## src/rtl/chan_scan_pkg.sv

```systemverilog
package chan_scan_pkg;
  localparam int CMD_W = 16;

  localparam logic [CMD_W-1:0] CMD_NOP     = 16'h0000;
  localparam logic [CMD_W-1:0] CMD_AUTO    = 16'hA000;
  localparam logic [CMD_W-1:0] CMD_AUX     = 16'hE000;
  localparam logic [CMD_W-1:0] CMD_STANDBY = 16'h8200;
  localparam logic [CMD_W-1:0] CMD_REGRST  = 16'h8500;

  typedef enum logic [2:0] {
    K_NOP, K_AUTO, K_MAN, K_AUX, K_STBY, K_RST
  } cmd_kind_e;

  typedef enum logic [1:0] {
    M_MAN, M_AUTO, M_AUX
  } scan_mode_e;

  // A fixed-channel word: top bits 11, 4-bit channel in [13:10], low ten bits zero.
  function automatic logic is_manual_word(input logic [CMD_W-1:0] w, input int num_ch);
    return (w[15:14] == 2'b11) && (w[9:0] == 10'd0) && (int'(w[13:10]) < num_ch);
  endfunction

  function automatic cmd_kind_e classify(input logic [CMD_W-1:0] w, input int num_ch);
    cmd_kind_e k;
    if (w == CMD_AUTO)               k = K_AUTO;
    else if (w == CMD_AUX)           k = K_AUX;
    else if (w == CMD_STANDBY)       k = K_STBY;
    else if (w == CMD_REGRST)        k = K_RST;
    else if (is_manual_word(w, num_ch)) k = K_MAN;
    else                             k = K_NOP;
    return k;
  endfunction
endpackage

```

## src/rtl/scan_cmd_decode.sv

```systemverilog
module scan_cmd_decode
  import chan_scan_pkg::*;
#(
  parameter int NUM_CH = 8,
  parameter int CH_W   = (NUM_CH > 1) ? $clog2(NUM_CH) : 1
) (
  input  logic [CMD_W-1:0] cmd,
  output cmd_kind_e        kind,
  output logic [CH_W-1:0]  man_ch
);
  always_comb begin
    kind   = classify(cmd, NUM_CH);
    man_ch = cmd[10 +: CH_W];
  end
endmodule

```

## src/rtl/scan_elig_pick.sv

```systemverilog
module scan_elig_pick #(
  parameter int NUM_CH = 8,
  parameter int CH_W   = (NUM_CH > 1) ? $clog2(NUM_CH) : 1
) (
  input  logic [NUM_CH-1:0] elig,
  input  logic [CH_W-1:0]   cur,
  output logic [CH_W-1:0]   lowest,
  output logic [CH_W-1:0]   next,
  output logic              any
);
  always_comb begin
    any    = |elig;
    lowest = cur;
    for (int i = NUM_CH - 1; i >= 0; i--) begin
      if (elig[i]) lowest = CH_W'(i);
    end
    // Search cur+1 upward with wrap; the last step (k = NUM_CH) is cur itself.
    next = cur;
    for (int k = NUM_CH; k >= 1; k--) begin
      int t;
      t = int'(cur) + k;
      if (t >= NUM_CH) t = t - NUM_CH;
      if (elig[t]) next = CH_W'(t);
    end
  end
endmodule

```

## src/rtl/chan_scan_seq.sv

```systemverilog
module chan_scan_seq
  import chan_scan_pkg::*;
#(
  parameter int NUM_CH = 8,
  parameter int CH_W   = (NUM_CH > 1) ? $clog2(NUM_CH) : 1
) (
  input  logic              clk,
  input  logic              rst_n,
  input  logic              frame_done,
  input  logic [15:0]       cmd_word,
  input  logic [NUM_CH-1:0] ch_enable,
  input  logic [NUM_CH-1:0] ch_pwrdn,
  output logic [CH_W-1:0]   mux_ch,
  output logic              aux_sel,
  output logic              auto_mode,
  output logic              manual_mode,
  output logic              standby,
  output logic              scan_err,
  output logic              regs_reset,
  output logic [15:0]       cmd_readback
);
  cmd_kind_e        kind;
  logic [CH_W-1:0]  man_ch;
  logic [NUM_CH-1:0] elig_w;
  logic [CH_W-1:0]  low_ch, nxt_ch;
  logic             any_elig;

  scan_mode_e       mode_q;
  logic [CH_W-1:0]  ch_q;
  logic             stby_q, err_q, rst_pulse_q;
  logic [15:0]      rb_q;

  // Named internal events for the checker
  logic             scan_step_w;
  logic             restart_w;

  assign elig_w      = ch_enable & ~ch_pwrdn;
  assign scan_step_w = frame_done && (kind == K_NOP) && !stby_q && (mode_q == M_AUTO);
  assign restart_w   = frame_done && (kind == K_AUTO);

  scan_cmd_decode #(.NUM_CH(NUM_CH), .CH_W(CH_W)) u_dec (
    .cmd    (cmd_word),
    .kind   (kind),
    .man_ch (man_ch)
  );

  scan_elig_pick #(.NUM_CH(NUM_CH), .CH_W(CH_W)) u_pick (
    .elig   (elig_w),
    .cur    (ch_q),
    .lowest (low_ch),
    .next   (nxt_ch),
    .any    (any_elig)
  );

  always_ff @(posedge clk or negedge rst_n) begin
    if (!rst_n) begin
      mode_q      <= M_MAN;
      ch_q        <= '0;
      stby_q      <= 1'b0;
      err_q       <= 1'b0;
      rst_pulse_q <= 1'b0;
      rb_q        <= '0;
    end else begin
      rst_pulse_q <= 1'b0;
      if (frame_done) begin
        rb_q <= cmd_word;
        case (kind)
          K_AUTO: begin
            mode_q <= M_AUTO;
            stby_q <= 1'b0;
            if (any_elig) begin
              ch_q  <= low_ch;
              err_q <= 1'b0;
            end else begin
              err_q <= 1'b1;
            end
          end
          K_MAN: begin
            mode_q <= M_MAN;
            ch_q   <= man_ch;
            stby_q <= 1'b0;
            err_q  <= 1'b0;
          end
          K_AUX: begin
            mode_q <= M_AUX;
            stby_q <= 1'b0;
            err_q  <= 1'b0;
          end
          K_STBY: begin
            stby_q <= 1'b1;
          end
          K_RST: begin
            mode_q      <= M_MAN;
            ch_q        <= '0;
            stby_q      <= 1'b0;
            err_q       <= 1'b0;
            rst_pulse_q <= 1'b1;
          end
          default: begin
            if (scan_step_w) begin
              if (any_elig) begin
                ch_q  <= nxt_ch;
                err_q <= 1'b0;
              end else begin
                err_q <= 1'b1;
              end
            end
          end
        endcase
      end
    end
  end

  assign mux_ch       = ch_q;
  assign aux_sel      = (mode_q == M_AUX);
  assign auto_mode    = (mode_q == M_AUTO);
  assign manual_mode  = (mode_q == M_MAN);
  assign standby      = stby_q;
  assign scan_err     = err_q;
  assign regs_reset   = rst_pulse_q;
  assign cmd_readback = rb_q;
endmodule

```

## config.mk

```make
export PLATFORM = sky130hd
export DESIGN_NAME = chan_scan_seq
export DESIGN_NICKNAME = d
export VERILOG_FILES = /design/src/rtl/chan_scan_pkg.sv /design/src/rtl/scan_cmd_decode.sv /design/src/rtl/scan_elig_pick.sv /design/src/rtl/chan_scan_seq.sv
export SDC_FILE = /design/constraint.sdc
export NUM_CORES = 1
export LEC_CHECK = 0
export ABC_CLOCK_PERIOD_IN_PS = 3200
export CORE_MARGIN = 2
export CORE_UTILIZATION = 48
export CTS_CLUSTER_DIAMETER = 30
export DETAILED_ROUTE_END_ITERATION = 8
export PLACE_DENSITY = 0.8
export SKIP_CTS_REPAIR_TIMING = 1
export SLEW_MARGIN = 0
export SYNTH_ARGS = -nofsm -noshare
export SYNTH_HDL_FRONTEND = slang
export SYNTH_SLANG_ARGS = --single-unit
```

## constraint.sdc

```tcl
create_clock -name clk -period 3.2 [get_ports clk]
set_input_delay 0.32 -clock clk [delete_from_list [all_inputs] [get_ports clk]]
set_output_delay 0.32 -clock clk [all_outputs]
set_load 0.01 [all_outputs]
```

==> reports/results.txt, run 1 <==
Outcome: finished clean
Crit path max fanout: 6
TritonCTS Buffers: 3
Ant. Diodes: 0
Pleak: 1.14 nW
P&R area growth vs syn: 35.9%
Via count: 1973
DR DRC count: 0
Placer congestion estimate: 0.913
Synth Warn #: 0
Worst-margin pin slew: 1060 ps
Crit path required time: 3360 ps
Antenna violations before repair: 0
Startpoint types: flop
CP endpoint kind: flop
Switching pwr: 0.284 mW
Kind of critical path: reg2reg
CTS root buf: clkbuf_8
Routed len/inst: 17.4 µm
Hold Path Sink: cmd_readback[7]
Synth Register Bits: 24
Most frequent cell after synthesis: dfrtp_1
Pre-CTS setup slack: 396 ps
Initial Utilization: 49.2%
Cell Area, Placed: 2800 µm²
Sw frac: 29.2%
Fraction of layout cells with a size suffix above 1: 21.0%
Worst Hold Class: reg2reg
FMAX: 369 MHz
H-tree levels: 1
Tot GR Track Use: 23.6%
Setup violators final: 0
Ys async rst share: 100%
Input/output buffers: 59
Die area: 4940 µm²
Reg2reg end: mux_ch[1]
Final Max Slew Viols: 0
Std cell rows: 24
Finished layout cell area: 2870 µm²
Die Y: 70.3 µm
CP max stage cell: dfrtp_1
Family with the most delay on the worst path: multiplexers
Initial drt markers: 168
Power Density: 339 nW/µm²
Most common library cells after synthesis: 24 x dfrtp_1, 19 x mux2_2, 18 x mux2i_1
CORE AREA: 4290 µm²
Tmin final: 2710 ps
Dpl cells: 320
Post-synth top area share: 28.5%
Largest net degree at the start of global routing: 25
Final Net Count: 310
FF-to-FF Start: mux_ch[0]
Post-Route Utilization: 66.8%
CP startpoint: mux_ch[0]
Worst slew margin: 29.0%
Tot Pwr: 0.972 mW
Clk slew on worst S/H paths: 90 ps
Yosys top cell by area: dfrtp_1
Hold Path Origin: cmd_readback[7]
I/O pin cnt: 60
CTS tree: done
Setup Total Neg Slack: 0 ps
Setup ws final: 489 ps
Post-synth EDFFs: 0
Drt pass-1 iters: 4
Fin cells: 324
Hold Crit Depth: 1
CTS Buffer Depth: 2
RSZ-0062 raised after global routing: no
Final antenna-violating net count: 0
Synth cell types: 58
Worst-Skew Late Latency: 270 ps
Max Cap Violations: 0
WL final: 5.63 mm
Final hold violations: 0
DR vias/cell: 6.09
Post-Syn Area per Cell: 10.2 µm²
Die width: 70.3 µm
Share of the yosys chip area belonging to registers: 28.5%
Fin crit share: 84.7%
Post-Syn Area: 2110 µm²
HPWL Detailed: 4.46 mm
Gr ovfl total: 0
Syn Inst Count: 207
R2r worst-path depth: 9
Clk_skew: 7.09 ps
Post-synth top flop: dfrtp_1
First-pass GRT wire length: 9.56 mm
Vias in the first global route: 2061
Peak VDD IR: 0.311 mV
Syn_nets: 244
Clk pwr share: 27.2%
Fill cell count: 353
CP arrival: 2870 ps
Reg power frac: 35.1%
Internal power: 0.688 mW
Min Hold Slack: 510 ps
Combinational share of power: 37.7%
R2r setup slk: 490 ps
Delay of the slowest cell on the worst path: 440 ps
Synth area leaders: dfrtp_1 28%, mux2_2 10%, mux2i_1 8.5%
CP Buf/Inv Count: 1
Number of clock sinks: 24
CP Cell Sequence: inv_2 > ha_1 > xor2_1 > mux4_2 > mux2_2 > nor3_2 > a41oi_4 > a21o_2 > o31a_1
[power by group through the flow]
stage                     registers, mW  logic (mW)  clock network [mW]
after floorplan                   0.355       0.201                   0
after global placement            0.346       0.358                   0
after detailed placement          0.347       0.362                   0
after CTS                         0.342       0.364               0.267
after global routing              0.345       0.395               0.279
final                             0.341       0.366               0.265
[layer usage]
metal	up-vias	track usage (%)	wire (µm)
li1	939	-	-
met1	965	32.4	2480
met2	61	39.9	2840
met3	8	2.60	250
met4	0	5.34	63
met5	-	0	0
[flip-flops by register name (all words and copies together), names as in the netlist]
signal / cells
scan_err: 1
mode_q: 2
cmd_readback: 16
regs_reset: 1
mux_ch: 3
standby: 1
[how the worst max path moves through the flow]
stage,to,slack (ps),cells after the start
floorplan,mux_ch[1],400,10
global placement,mux_ch[1],490,8
detailed placement,mux_ch[1],400,8
CTS,mux_ch[1],500,9
global route,mux_ch[1],320,9
finish,mux_ch[1],490,9
[cells in the final DEF, fill, tap and decap left out, drive strengths merged, types with 2 or more instances in the layout]
| master | Yosys | layout |
|---|---|---|
| a21o | 2 | 2 |
| nor2b | 12 | 12 |
| o21a | 2 | 2 |
| o2bb2ai | 2 | 2 |
| a311oi | 2 | 2 |
| a211o | 2 | 2 |
| ha | 2 | 2 |
| a31oi | 2 | 2 |
| and4 | 2 | 2 |
| nor3 | 8 | 8 |
| a221oi | 2 | 2 |
| mux2 | 19 | 19 |
| xor2 | 2 | 2 |
| clkinv | 2 | 2 |
| a31o | 2 | 2 |
| a21oi | 7 | 7 |
| dfrtp | 24 | 24 |
| mux4 | 8 | 8 |
| nand3 | 2 | 2 |
| clkbuf | 3 | 3 |
| nor2 | 13 | 13 |
| nor4 | 4 | 4 |
| o211ai | 2 | 2 |
| a211oi | 3 | 3 |
| o211a | 2 | 2 |
| mux2i | 18 | 18 |
| o21ai | 7 | 7 |
| nand2b | 10 | 10 |
| clkdlybuf4s50 | 0 | 59 |
| inv | 4 | 4 |
| buf | 4 | 9 |
| a22oi | 3 | 3 |
| nand2 | 10 | 10 |
[area by class of cell]
class	instances	area [µm²]	share of cell area [%]
multi-input cells	170	1450	50.6
well taps	52	65.1	2.27
flip-flops and latches	24	601	20.9
clock buffers	3	41.3	1.44
repair buffers	68	658	22.9
clock inverters	1	30.0	1.05
inverters	6	22.5	0.785
[cells by family (layout without fill, tap and decap cells)]
group | after synthesis | in the layout | synth area share [%]
simple gates | 70 | 70 | 20.6
compound gates | 50 | 50 | 18.6
mux | 45 | 45 | 27.2
flops | 24 | 24 | 28.5
buf+inv | 13 | 78 | 2.79
xor+xnor | 3 | 3 | 1.25
fa+ha+maj | 2 | 2 | 1.19
No activity file was read; power rests on OpenSTA's default activity.
==> run 2: changes to the inputs <==
--- a/config.mk
+++ b/config.mk
@@ -5,12 +5,12 @@
 export SDC_FILE = /design/constraint.sdc
 export NUM_CORES = 1
 export LEC_CHECK = 0
-export ABC_CLOCK_PERIOD_IN_PS = 3200
+export ABC_CLOCK_PERIOD_IN_PS = 2450
 export CORE_MARGIN = 2
-export CORE_UTILIZATION = 48
+export CORE_UTILIZATION = 44
 export CTS_CLUSTER_DIAMETER = 30
 export DETAILED_ROUTE_END_ITERATION = 8
-export PLACE_DENSITY = 0.8
+export PLACE_DENSITY = 0.78
 export SKIP_CTS_REPAIR_TIMING = 1
 export SLEW_MARGIN = 0
 export SYNTH_ARGS = -nofsm -noshare
==> constraint.sdc (replaced) <==
create_clock -name clk -period 2.45 [get_ports clk]
set_input_delay 0.245 -clock clk [delete_from_list [all_inputs] [get_ports clk]]
set_output_delay 0.245 -clock clk [all_outputs]
set_load 0.01 [all_outputs]
==> run 2 against run 1 <==
Combinational power is 67% higher. Die area is 8.6% higher. Critical path depth is 1 lower. First-iteration DRC count is 21% lower. Clock skew is 3.9 ps lower. Final cell count is 16% higher. Highest routed layer unchanged. Critical endpoint unchanged. Sequential power is 32% higher. Design area is 16% higher. Core utilization is 4.9 points higher. Global-route usage is 1.6 points higher. Critical path type is now in2reg.
==> reports/results.txt, run 2 (synthesis results as in run 1) <==
I/O pin cnt: 60
Pre-CTS setup slack: -132 ps
Crit path required time: 2610 ps
Startpoint types: input pin
FMAX: 420 MHz
Worst-Skew Late Latency: 270 ps
HPWL Detailed: 5.17 mm
CTS root buf: clkbuf_8
WL final: 6.80 mm
Tmin final: 2380 ps
Via count: 2205
Vias in the first global route: 2185
Die Y: 73.3 µm
Antenna violations before repair: 0
Largest net degree at the start of global routing: 25
CP max stage cell: clkdlybuf4s50_1
Routing usage on met3: 4.94%
Met2 Track Usage GR: 42.4%
Most Used Layer, Global Route: met2
Commonest non-fill, non-tap cell in the layout: clkdlybuf4s50_1
Max reg flops: 16
DR vias/cell: 5.88
H-tree levels: 1
Setup ws final: 68.6 ps
P&R area growth vs syn: 58.3%
Pleak: 1.39 nW
Routed len/inst: 18.1 µm
Peak VDD IR: 0.557 mV
Commonest non-fill, non-tap cells in the layout: 59 x clkdlybuf4s50_1, 57 x buf_4, 21 x dfrtp_1
First-pass GRT wire length: 10.5 mm
Worst Hold Class: in2async
R2r setup slk: 70 ps
Fraction of layout cells with a size suffix above 1: 37.1%
Switching pwr: 0.428 mW
CP Cell Sequence: clkdlybuf4s50_1 > nor4_4 > nand4_2 > a211o_2 > a211o_1 > a41oi_4 > nand2_1 > o31a_1
Die area: 5370 µm²
Die width: 73.3 µm
CTS Buffer Depth: 2
Reg power frac: 31.8%
CP arrival: 2550 ps
CTS tree: done
Clk_skew: 3.14 ps
Internal power: 0.987 mW
Std cell rows: 25
TritonCTS Buffers: 3
Input/output buffers: 59
Clk slew on worst S/H paths: 90 ps
Gr ovfl total: 0
FF-to-FF Start: mux_ch[0]
Delay of the slowest cell on the worst path: 450 ps
Power Density: 423 nW/µm²
Final hold violations: 0
Fin crit share: 97.2%
DR DRC count: 0
Ant. Diodes: 0
CORE AREA: 4660 µm²
Combinational share of power: 43.1%
Final antenna-violating net count: 0
Setup violators final: 0
Final Net Count: 359
Placer congestion estimate: 0.912
Tot GR Track Use: 25.1%
Worst-margin pin slew: 460 ps
Clk pwr share: 25.1%
Post-Route Utilization: 71.7%
Final Max Slew Viols: 0
CP endpoint kind: flop
R2r worst-path depth: 9
Outcome: finished clean
Drt pass-1 iters: 4
Initial Utilization: 45.3%
CP Depth: 8
Sw frac: 30.2%
CP Buf/Inv Count: 1
Worst slew margin: 69.0%
Max Cap Violations: 0
Family with the most delay on the worst path: compound AO/OA/AOI/OAI gates
Reg2reg end: mux_ch[1]
Met1 Use GR: 32.6%
Kind of critical path: in2reg
Number of clock sinks: 24
Initial drt markers: 132
Crit path max fanout: 6
==> run 2: changes by cell type in the layout (fill, tap and decap cells not counted), sizes merged <==
cell / change
buf: +49
==> run 2: worst max-delay path by stage <==
stage / to / slack, ps / startpoint
global route: mux_ch[1] / -10 / cmd_word[3]
detailed placement: mux_ch[1] / -130 / ch_enable[4]
finish: mux_ch[1] / 70 / cmd_word[3]
global placement: mux_ch[0] / -90 / ch_enable[6]
CTS: mux_ch[1] / -40 / mux_ch[1]
floorplan: mux_ch[1] / 10 / mux_ch[0]
==> run 2: power groups by stage <==
stage / registers (mW) / logic (mW) / clock network, mW
3_5_place_dp: 0.455 / 0.560 / 0
4_1_cts: 0.447 / 0.564 / 0.357
5_1_grt: 0.453 / 0.651 / 0.373
3_3_place_gp: 0.454 / 0.551 / 0
2_1_floorplan: 0.464 / 0.281 / 0
6_report: 0.449 / 0.610 / 0.355
==> run 2: final cells by class <==
cell class	count	area (µm²)
Sequential cell	24	604
Multi-Input combinational cell	170	1540
Fill cell	346	1320
Clock buffer	3	41.3
Timing Repair Buffer	117	1030
Clock inverter	1	30.0
Tap cell	54	67.6
Inverter	6	30.0
==> run 2: per-stage QoR <==
stage          cells  hold slack, ps  instance area [µm²]  power (mW)  TNS [ps]
2_1_floorplan    207           -50.6                 2160       0.745         0
4_1_cts          369             339                 3240        1.37     -46.0
6_report         375             327                 3340        1.41         0
3_3_place_gp     365             491                 3170        1.01      -195
5_1_grt          375             357                 3340        1.48     -12.4
3_5_place_dp     365             495                 3170        1.02      -295
==> run 2: layer usage <==
layer | up-vias | share of wire [%]
met3 | 17 | 6.1
met5 | - | 0
met2 | 86 | 49
li1 | 1033 | -
met4 | 0 | 2.2
met1 | 1069 | 42
